<file path="src/rtl/fault_classifier.sv">
module fault_classifier #(
  parameter int W          = 32,
  parameter int VECT_BIT   = 1,
  parameter int FORCED_BIT = 30,
  parameter int IERR_BIT   = 0,
  parameter int DERR_BIT   = 1,
  parameter int MSTKE_BIT  = 4
) (
  input  logic         clk,
  input  logic         rst_n,
  input  logic         vec_bus_err,
  input  logic         if_prot_err,
  input  logic         dat_prot_err,
  input  logic         stk_prot_err,
  input  logic         if_bus_err,
  input  logic         dat_bus_err,
  input  logic         undef_instr,
  input  logic         bad_state,
  input  logic         mm_en,
  input  logic         mm_act,
  input  logic         bus_en,
  input  logic         bus_act,
  input  logic         use_en,
  input  logic         use_act,
  input  logic         reg_sel,
  input  logic         reg_wr,
  input  logic [W-1:0] reg_wdata,
  output logic [W-1:0] reg_rdata,
  output logic         req_hard,
  output logic         req_mem,
  output logic         req_bus,
  output logic         req_usage
);
  localparam logic [W-1:0] ONE     = {{(W-1){1'b0}}, 1'b1};
  localparam logic [W-1:0] HF_MASK = (ONE << VECT_BIT) | (ONE << FORCED_BIT);
  localparam logic [W-1:0] MM_MASK = (ONE << IERR_BIT) | (ONE << DERR_BIT) | (ONE << MSTKE_BIT);

  logic [W-1:0] hf_q, mm_q, hf_set, mm_set, hf_clr, mm_clr;
  logic mm_evt, bus_evt, use_evt, mm_esc, bus_esc, use_esc, forced, hard;
  logic mem_go, bus_go, use_go;

  assign mm_evt  = if_prot_err | dat_prot_err | stk_prot_err;
  assign bus_evt = if_bus_err | dat_bus_err;
  assign use_evt = undef_instr | bad_state;

  assign mm_esc  = mm_evt  & (~mm_en  | mm_act);
  assign bus_esc = bus_evt & (~bus_en | bus_act);
  assign use_esc = use_evt & (~use_en | use_act);
  assign forced  = mm_esc | bus_esc | use_esc;
  assign hard    = vec_bus_err | forced;

  assign mem_go  = mm_evt  & ~mm_esc;
  assign bus_go  = bus_evt & ~bus_esc;
  assign use_go  = use_evt & ~use_esc;

  assign hf_set = ({W{vec_bus_err}} & (ONE << VECT_BIT)) |
                  ({W{forced}}      & (ONE << FORCED_BIT));
  assign mm_set = ({W{if_prot_err}}  & (ONE << IERR_BIT)) |
                  ({W{dat_prot_err}} & (ONE << DERR_BIT)) |
                  ({W{stk_prot_err}} & (ONE << MSTKE_BIT));

  assign hf_clr = {W{reg_wr & ~reg_sel}} & reg_wdata & HF_MASK;
  assign mm_clr = {W{reg_wr &  reg_sel}} & reg_wdata & MM_MASK;

  always_ff @(posedge clk) begin
    if (!rst_n) begin
      hf_q      <= '0;
      mm_q      <= '0;
      req_hard  <= 1'b0;
      req_mem   <= 1'b0;
      req_bus   <= 1'b0;
      req_usage <= 1'b0;
    end else begin
      hf_q      <= (hf_q & ~hf_clr) | hf_set;
      mm_q      <= (mm_q & ~mm_clr) | mm_set;
      req_hard  <= hard;
      req_mem   <= ~hard & mem_go;
      req_bus   <= ~hard & ~mem_go & bus_go;
      req_usage <= ~hard & ~mem_go & ~bus_go & use_go;
    end
  end

  assign reg_rdata = reg_sel ? mm_q : hf_q;
endmodule

</file>
<file path="config.mk">
export PLATFORM = sky130hd
export DESIGN_NAME = fault_classifier
export DESIGN_NICKNAME = d
export VERILOG_FILES = /design/src/rtl/fault_classifier.sv
export SDC_FILE = /design/constraint.sdc
export NUM_CORES = 1
export LEC_CHECK = 0
export BUFFER_PORTS_ARGS = -buffer_cell sky130_fd_sc_hd__buf_2
export CORE_MARGIN = 4
export CORE_UTILIZATION = 34
export CTS_BUF_LIST = sky130_fd_sc_hd__clkbuf_8
export CTS_CLUSTER_SIZE = 28
export DETAILED_ROUTE_END_ITERATION = 7
export GPL_TIMING_DRIVEN = 0
export PLACE_DENSITY_LB_ADDON = 0.15
export SLEW_MARGIN = 10
export SYNTH_ARGS = -nofsm -noshare
export SYNTH_HDL_FRONTEND = slang
export SYNTH_SLANG_ARGS = --single-unit
</file>
<file path="constraint.sdc">
create_clock -name clk -period 1.65 [get_ports clk]
set_clock_uncertainty 0.05 [all_clocks]
set_input_delay 0.165 -clock clk [delete_from_list [all_inputs] [get_ports clk]]
set_output_delay 0.165 -clock clk [all_outputs]
set_load 0.05 [all_outputs]
</file>
Yosys cells after proc, flatten, opt, wreduce, memory -nomap -nowiden

Cells that the tools add are included.

Input bits: 50
Output and inout bits: 36
Register bits after elaboration: 68
Word-level logic and storage cells: 51

Bitwise logic cells: 44
Multiplexer cells: 1

Operator list:

| operator                               | count |
|---|---|
| 32-bit bitwise AND                     | 2 |
| 32-bit 2-to-1 mux                      | 1 |
| 31-bit NOT with 32-bit output          | 1 |
| 5-bit NOT with 32-bit output           | 1 |
| 32-bit by 31-bit OR with 32-bit output | 1 |
| 32-bit by 5-bit OR with 32-bit output  | 1 |
| 31-bit bitwise AND                     | 1 |
| 2-bit by 31-bit OR with 31-bit output  | 1 |
| 1-bit bitwise AND                      | 13 |
| 1-bit NOT                              | 10 |
| 1-bit OR                               | 10 |
| 5-bit bitwise AND                      | 1 |
| 2-bit by 5-bit OR with 5-bit output    | 1 |
| 1-bit by 2-bit OR with 2-bit output    | 1 |

Longest topological paths before layout

Gate-level depths: netlist of the first run.

Depth after elaboration: 10
Gate-level depth with buffers: 4

Least setup slack after synthesis of the first run

No wires, ideal clock.

Path type: input to output
Start: in reg_sel
End: out reg_rdata[30]
Stages on the path: 2
Setup slack: 0.399 ns
Required time: 1.435 ns
Arrival: 1.036 ns
Cells stage by stage: clkbuf_1 nor2b_1

Word-level cells in the longest chain between the ends: 1

Ends and longest elaborated chain:

| item              | RTL line | RTL |
|---|---|---|
| start, declared   | 25       | `input logic reg_sel,` |
| 32-bit 2-to-1 mux | 83       | `assign reg_rdata = reg_sel ? mm_q : hf_q;` |
| end, declared     | 28       | `output logic [W-1:0] reg_rdata,` |

Every way passes these cells.

Worst setup path after layout of the first run

Start: reg hf_q[1]
End: out reg_rdata[1]

Word-level cells in the longest chain between the ends: 1

Ends and longest elaborated chain:

| item                   | RTL line | RTL |
|---|---|---|
| start, declared        | 38       | `logic [W-1:0] hf_q, mm_q, hf_set, mm_set, hf_clr, mm_clr;` |
| start signal, assigned | 74       | `hf_q <= (hf_q & ~hf_clr) \| hf_set;` |
| 32-bit 2-to-1 mux      | 83       |  |

Every way passes these cells.

==> impl_metrics.toml, run 1 <==
[drt]
vias = 585
drt_pass1_iterations = 4
vias_per_cell = 3.66
drc_errors = 0
avgRoutedWirePerCell_um = 8.28
drt_iter0_drc = 5
ant_nets = 0
routed_wl_mm = 1.33

[synth]
ys.flop_type = "dfxtp_1"
synth_edf_count = 0
postSynthAreaPerCell_um2 = 8.43
synth.top_cell.area_share = 0.324
synth_top_area_cell = "buf_4"
syn_inst = 77
synth.yosys.seq_area_share = 0.277
ys_top_cells_by_area = "buf_4 32%, dfxtp_1 28%, nor2b_1 6.7%"
netlist_area_um2 = 649
ys_warn_count = 0
synthArstFlopShare = 0
synth.distinct_cells = 24
ys_ff_latch = 9

[clock_tree]
cts_setup_buffers = 0
root_buffer = "clkbuf_8"
cts-resized-gates = 0
cts_tree = "built"
clkTransAtPathRegs_ns = 0.05
htreeDepth = 1
clock_latency_ns = 0.23
clock-sinks = 9
cts_buffer_depth = 2
numCtsBuffers = 3
hold_buffers = 0

[timing]
fmax_mhz = 823
period_needed_ns = 1.21
setup_ws_ns = 0.435
timing.final.crit_share = 0.736
setup_viol = 0
tns_ns = 0
hold_violations = 0
slew_headroom = 0.643
tightest_slew_ns = 0.535
rsz0062_at_grt = "no"
slew_violations = 0

[critical_path]
worst_ep_required_time_ns = 1.43
critPathLaunchType = "flop"
endpoint_kind = "output pin"
r2r_cells = 3
arrival_ns = 1.00
cp_max_fo = 2
critPathKind = "flop to output pin"

[global_routing]
grt_max_degree = 11
overflow = 0
grt_antenna_before_repair = 0
grt_pass1_wl_mm = 1.96
grt_pass1_vias = 508
grt_use_total = 0.100

[final_layout]
n_antenna_cell = 0
post-route-util = 0.545
drive_gt1_frac = 0.459
layoutNonFillerInstCount = 160
fin_nets = 186
syn_to_final_growth_pct = 48.2

[floorplan]
initial_core_util = 0.368
fp.coreArea_mm2 = 0.00176
rows = 15
die_w_um = 51.7
die_area_mm2 = 0.00267
pin_count = 86
die_h_um = 51.7

[run]
cap_violations = 0

[min_path]
worstHoldPathType = "input port to flop"
min_path_cells = 3

[power_and_ir_drop]
power_density_mw_per_mm2 = 828
ir_drop_mv = 0.654
power_leakage_nw = 0.552

[placement]
place.gp.congestion = 0.657
dp_slack_ns = 0.346
dp.cells = 156
io_buffers = 27

[outcome]
status = "completed"
## cells in the final DEF (no fill, tap or decap), types with 2 or more instances in the layout
cell type | synthesis | layout
a211o_1 | 2 | 2
a21oi_1 | 4 | 4
and2_1 | 3 | 3
buf_2 | 0 | 27
buf_4 | 28 | 28
clkbuf_1 | 2 | 2
clkbuf_8 | 0 | 3
conb_1 | 1 | 28
dfxtp_1 | 9 | 9
inv_1 | 1 | 2
nand2b_1 | 2 | 2
nand3_1 | 3 | 3
nor2_1 | 2 | 2
nor2b_1 | 7 | 7
o21ai_0 | 2 | 2
## worst max-delay path, cell delays in order, from the launching register on
cell and delay [ns]:
dfxtp_1 0.31, mux2_2 0.25, buf_2 0.21
## cells by family after synthesis
| family | count (synthesis) | share of synthesized area |
|---|---|---|
| flip-flops | 9 | 0.277 |
| buffers and inverters | 31 | 0.341 |
| AO/OA/AOI/OAI | 10 | 0.0925 |
| AND/OR/NAND/NOR | 25 | 0.266 |
| multiplexers | 1 | 0.0173 |
| other | 1 | 0.00577 |
## flip-flops by register name, summed over array words and instances, names as in the netlist
register and flops:
hf_q 2, mm_q 3, req_bus 1, req_hard 1, req_mem 1, req_usage 1
## worst paths after layout
kind                startpoint            to  slack, ns
setup / recovery       hf_q[1]  reg_rdata[1]       0.44
hold reg to reg        mm_q[0]       mm_q[0]       0.45
hold / removal    stk_prot_err       mm_q[4]       0.13
setup reg to reg      hf_q[30]      hf_q[30]       0.88
## where the power goes
part           internal, W  switching, W
sequential        0.000230    0.00000450
combinational    0.0000925      0.000218
clock             0.000162     0.0000890
## routing by layer
layer / vias to the layer above / wire [um] / track usage
met1: 235 / 471 / 0.0963
met5: - / 0 / 0
met2: 33 / 641 / 0.167
li1: 312 / - / -
met3: 5 / 188 / 0.0516
met4: 0 / 25 / 0.0655
## stage by stage
step	instance area, um2	power (W)	hold WS [ns]
6_report	962	0.000797	0.128
2_1_floorplan	751	0.000506	0.254
4_1_cts	962	0.000805	0.126
5_1_grt	962	0.000839	0.143
3_3_place_gp	917	0.000545	0.362
3_5_place_dp	917	0.000547	0.373
## area by class of cell
cell class / count / area [um2]
plain buffers: 30 / 218
multi-input cells: 64 / 349
flip-flops and latches: 9 / 180
inverters: 1 / 3.75
repair buffers: 27 / 135
well taps: 25 / 31.3
fillers: 203 / 802
clock inverters: 1 / 3.75
clock buffers: 3 / 41.3
## cell usage after synthesis (2+ instances only)
master / instances
clkbuf_1: 2
nor2_1: 2
o21ai_0: 2
nand3_1: 3
dfxtp_1: 9
nand2b_1: 2
and2_1: 3
a21oi_1: 4
a211o_1: 2
nor2b_1: 7
buf_4: 28
Power figures use the tool's default switching activity.
==> run 2, diff against run 1 <==
CORE_UTILIZATION = 32   (was 34)
clock period = 1.2 ns   (was 1.65 ns; I/O delays follow)
==> impl_metrics.toml, run 2 (synthesis results as in run 1) <==
[timing]
hold_violations = 0
rsz0062_at_grt = "no"
fmax_mhz = 856
timing.final.crit_share = 0.973
slew_headroom = 0.633
hold-worst-slack_ns = 0.0877
setup_viol = 0
tightest_slew_ns = 0.550
period_needed_ns = 1.17
slew_violations = 0

[clock_tree]
cts_setup_buffers = 0
cts-resized-gates = 0
numCtsBuffers = 3
root_buffer = "clkbuf_8"
cts_tree = "built"
cts_buffer_depth = 2
htreeDepth = 1
hold_buffers = 0
clock-sinks = 9
clkTransAtPathRegs_ns = 0.04
clock_latency_ns = 0.23

[floorplan]
initial_core_util = 0.334
die_w_um = 53.0
die_h_um = 53.0
rows = 16
pin_count = 86
die_area_mm2 = 0.00281
fp.coreArea_mm2 = 0.00194

[global_routing]
grt_pass1_vias = 494
grt_use_total = 0.0990
overflow = 0
grt_pass1_wl_mm = 2.02
grt_antenna_before_repair = 0
grt_max_degree = 11

[critical_path]
critPathKind = "flop to output pin"
arrival_ns = 1.00
cp_top_family = "flip-flops"
critPathLaunchType = "flop"
worst_ep_required_time_ns = 1.03
critPathBufInv = 1
slowest_delay_ns = 0.31
crit_slowest_cell = "dfxtp_1"
endpoint_kind = "output pin"
crit_path_cell_trace = "mux2_2 > buf_2"
cp_max_fo = 2

[placement]
dp.final_hpwl_mm = 1.15
dp.cells = 158
place.gp.congestion = 0.721
io_buffers = 27

[power_and_ir_drop]
finalPower_w = 0.00109
power_leakage_nw = 0.552
ir_drop_mv = 0.811
power_density_mw_per_mm2 = 1130

[final_layout]
final_cell_mix = "28 x buf_4, 28 x conb_1, 27 x buf_2"
largest_reg_flops = 3
layoutNonFillerInstCount = 162
drive_gt1_frac = 0.459
n_antenna_cell = 0
largest-register = "mm_q"
fin_nets = 186
syn_to_final_growth_pct = 48.6
top_regs = "mm_q x3, hf_q x2"
fillers = 192

[drt]
drt_iter0_drc = 12
drt_pass1_iterations = 4
vias_per_cell = 3.58
avgRoutedWirePerCell_um = 8.25
ant_nets = 0
routed_wl_mm = 1.34
drc_errors = 0
vias = 580

[min_path]
worstHoldPathType = "input port to flop"

[outcome]
status = "completed"

[run]
cap_violations = 0
[run 2: cell counts in the layout (fill, tap and decap cells not counted)]
Identical to the previous run, type by type.
[run 2: metrics by stage]
step / worst slack (ns) / cell area, um2 / setup TNS [ns] / utilization
6_report: 0.0321 / 965 / 0 / 0.497
5_1_grt: 0.00359 / 965 / 0 / 0.497
4_1_cts: 0.0267 / 965 / 0 / 0.497
3_5_place_dp: -0.0532 / 920 / -0.140 / 0.474
3_3_place_gp: -0.0541 / 920 / -0.118 / 0.474
2_1_floorplan: 0.0120 / 751 / 0 / -
[run 2: layer usage]
metal	track usage	wire length, um	vias up	part of all wire
met4	0.0255	0	0	0
met5	0	0	-	0
met3	0.0563	223	0	0.17
li1	-	-	313	-
met2	0.157	590	37	0.44
met1	0.113	523	230	0.39
[run 2: path summary, 6_finish.rpt]
kind / startpoint / to / slack (ns) / cells after the start
worst min register to register: mm_q[4] / mm_q[4] / 0.45 / 2
worst min-delay path: stk_prot_err / mm_q[4] / 0.09 / 3
worst max-delay path: hf_q[1] / reg_rdata[1] / 0.03 / 2
worst max register to register: hf_q[30] / hf_q[30] / 0.41 / 3
[run 2: worst min-delay path, cell delays in order]
cell,delay (ns)
buf_2,0.09
a21oi_1,0.03
nor2b_1,0.09
[run 2: final cells by class]
| cell class | count | area (um2) | area share |
|---|---|---|---|
| multi-input cells | 64 | 349 | 0.362 |
| plain buffers | 30 | 218 | 0.226 |
| flip-flops and latches | 9 | 180 | 0.187 |
| repair buffers | 27 | 135 | 0.140 |
| clock buffers | 3 | 41.3 | 0.0428 |
| well taps | 27 | 33.8 | 0.0350 |
| clock inverters | 1 | 3.75 | 0.00389 |
| inverters | 1 | 3.75 | 0.00389 |
[run 2: power by group]
| part | internal [W] | leakage (nW) | switching (W) | total [W] |
|---|---|---|---|---|
| Clock | 0.000223 | 0.0269 | 0.000118 | 0.000341 |
| Combinational | 0.000127 | 0.450 | 0.000301 | 0.000428 |
| Sequential | 0.000317 | 0.0745 | 0.00000632 | 0.000323 |
| Total | 0.000667 | 0.552 | 0.000426 | 0.00109 |
==> run 3, diff against run 2 <==
CAP_MARGIN = 20   (was unset)
PLACE_DENSITY = 0.82   (was unset)
PLACE_DENSITY_LB_ADDON = unset   (was 0.15)
==> impl_metrics.toml, run 3 (synthesis results as in run 1) <==
[floorplan]
die_w_um = 53.0
fp.coreArea_mm2 = 0.00194
rows = 16
die_area_mm2 = 0.00281
initial_core_util = 0.334
pin_count = 86
die_h_um = 53.0

[critical_path]
cp_top_family = "flip-flops"
slowest_delay_ns = 0.30
crit_slowest_cell = "dfxtp_1"
cp_max_fo = 2
critPathBufInv = 1
crit_path_cell_trace = "mux2_2 > buf_4"
worst_ep_required_time_ns = 1.03
critPathKind = "flop to output pin"
critPathLaunchType = "flop"
arrival_ns = 0.98
endpoint_kind = "output pin"

[run]
cap_violations = 0

[clock_tree]
cts_setup_buffers = 0
cts_tree = "built"
hold_buffers = 0
htreeDepth = 1
root_buffer = "clkbuf_8"
clock_latency_ns = 0.23
clkTransAtPathRegs_ns = 0.04
numCtsBuffers = 3
clock-sinks = 9
cts_buffer_depth = 2
cts-resized-gates = 0

[final_layout]
final_common_cell = "buf_4"
layoutNonFillerInstCount = 162
top_regs = "mm_q x3, hf_q x2"
drive_gt1_frac = 0.459
syn_to_final_growth_pct = 48.9
final_cell_mix = "29 x buf_4, 28 x conb_1, 26 x buf_2"
largest_reg_flops = 3
n_antenna_cell = 0
largest-register = "mm_q"
fin_nets = 186

[timing]
hold_violations = 0
rsz0062_at_grt = "no"
tns_ns = 0
slew_violations = 0
setup_ws_ns = 0.0546
slew_headroom = 0.619
timing.final.crit_share = 0.954
fmax_mhz = 873
period_needed_ns = 1.15
setup_viol = 0
tightest_slew_ns = 0.572

[global_routing]
grt_antenna_before_repair = 0
overflow = 0
grt_pass1_wl_mm = 2.13
grt_use_total = 0.101
grt_pass1_vias = 570
grt_max_degree = 11

[drt]
routed_wl_mm = 1.44
vias = 604
ant_nets = 0
drt_iter0_drc = 6
drc_errors = 0
vias_per_cell = 3.73
drt_pass1_iterations = 4
avgRoutedWirePerCell_um = 8.90

[power_and_ir_drop]
ir_drop_mv = 0.914
switching_power_w = 0.000420
power_frac_comb = 0.397
power.internal_w = 0.000668
power_leakage_nw = 0.552
power_density_mw_per_mm2 = 1120
p_seq_frac = 0.298
p_clk_frac = 0.305
p_sw_frac = 0.386

[placement]
dp_slack_ns = -0.0700
dp.cells = 158
io_buffers = 27
place.gp.congestion = 0.683
dp.final_hpwl_mm = 1.26

[min_path]
worstHoldPathType = "input port to flop"

[outcome]
status = "completed"
run 3: routing by layer:
layer / GRT usage / wire (um) / up-vias
met5: 0 / 0 / -
met4: 0 / 0 / 0
met3: 0.0563 / 218 / 0
met2: 0.196 / 713 / 40
met1: 0.0981 / 509 / 248
li1: - / - / 316
run 3: power by group through the flow:
stage / registers (W) / logic, W / clock network [W]
final: 0.000324 / 0.000432 / 0.000332
after global routing: 0.000326 / 0.000457 / 0.000360
after CTS: 0.000324 / 0.000428 / 0.000343
after detailed placement: 0.000329 / 0.000426 / 0
after global placement: 0.000329 / 0.000420 / 0
after floorplan: 0.000340 / 0.000356 / 0
run 3: worst paths after layout:
| check | to | start | cells after the start | slack, ns |
|---|---|---|---|---|
| worst min-delay path | mm_q[4] | stk_prot_err | 3 | 0.09 |
| worst min register to register | mm_q[1] | mm_q[1] | 2 | 0.46 |
| worst max register to register | hf_q[30] | hf_q[30] | 3 | 0.42 |
| worst max-delay path | reg_rdata[1] | mm_q[1] | 2 | 0.05 |
run 3: layout make-up:
cell class                      instances  area, um2
Clock buffer                            3       41.3
Clock inverter                          1       3.75
Fill cell                             206        975
Buffer                                 30        218
Multi-Input combinational cell         64        349
Sequential cell                         9        180
Inverter                                1       3.75
Tap cell                               27       33.8
Timing Repair Buffer                   27        138
run 3: worst min-delay path, cell delays in order:
cell and delay [ns]:
buf_2 0.09, a21oi_1 0.04, nor2b_1 0.09
run 3: per-stage QoR:
stage	total power, W	instance area (um2)	hold slack (ns)	util
final	0.00109	967	0.0909	0.498
after global routing	0.00114	967	0.106	0.498
after CTS	0.00109	965	0.0889	0.497
after detailed placement	0.000755	920	0.324	0.474
after global placement	0.000749	920	0.315	0.474
after floorplan	0.000695	751	0.209	-
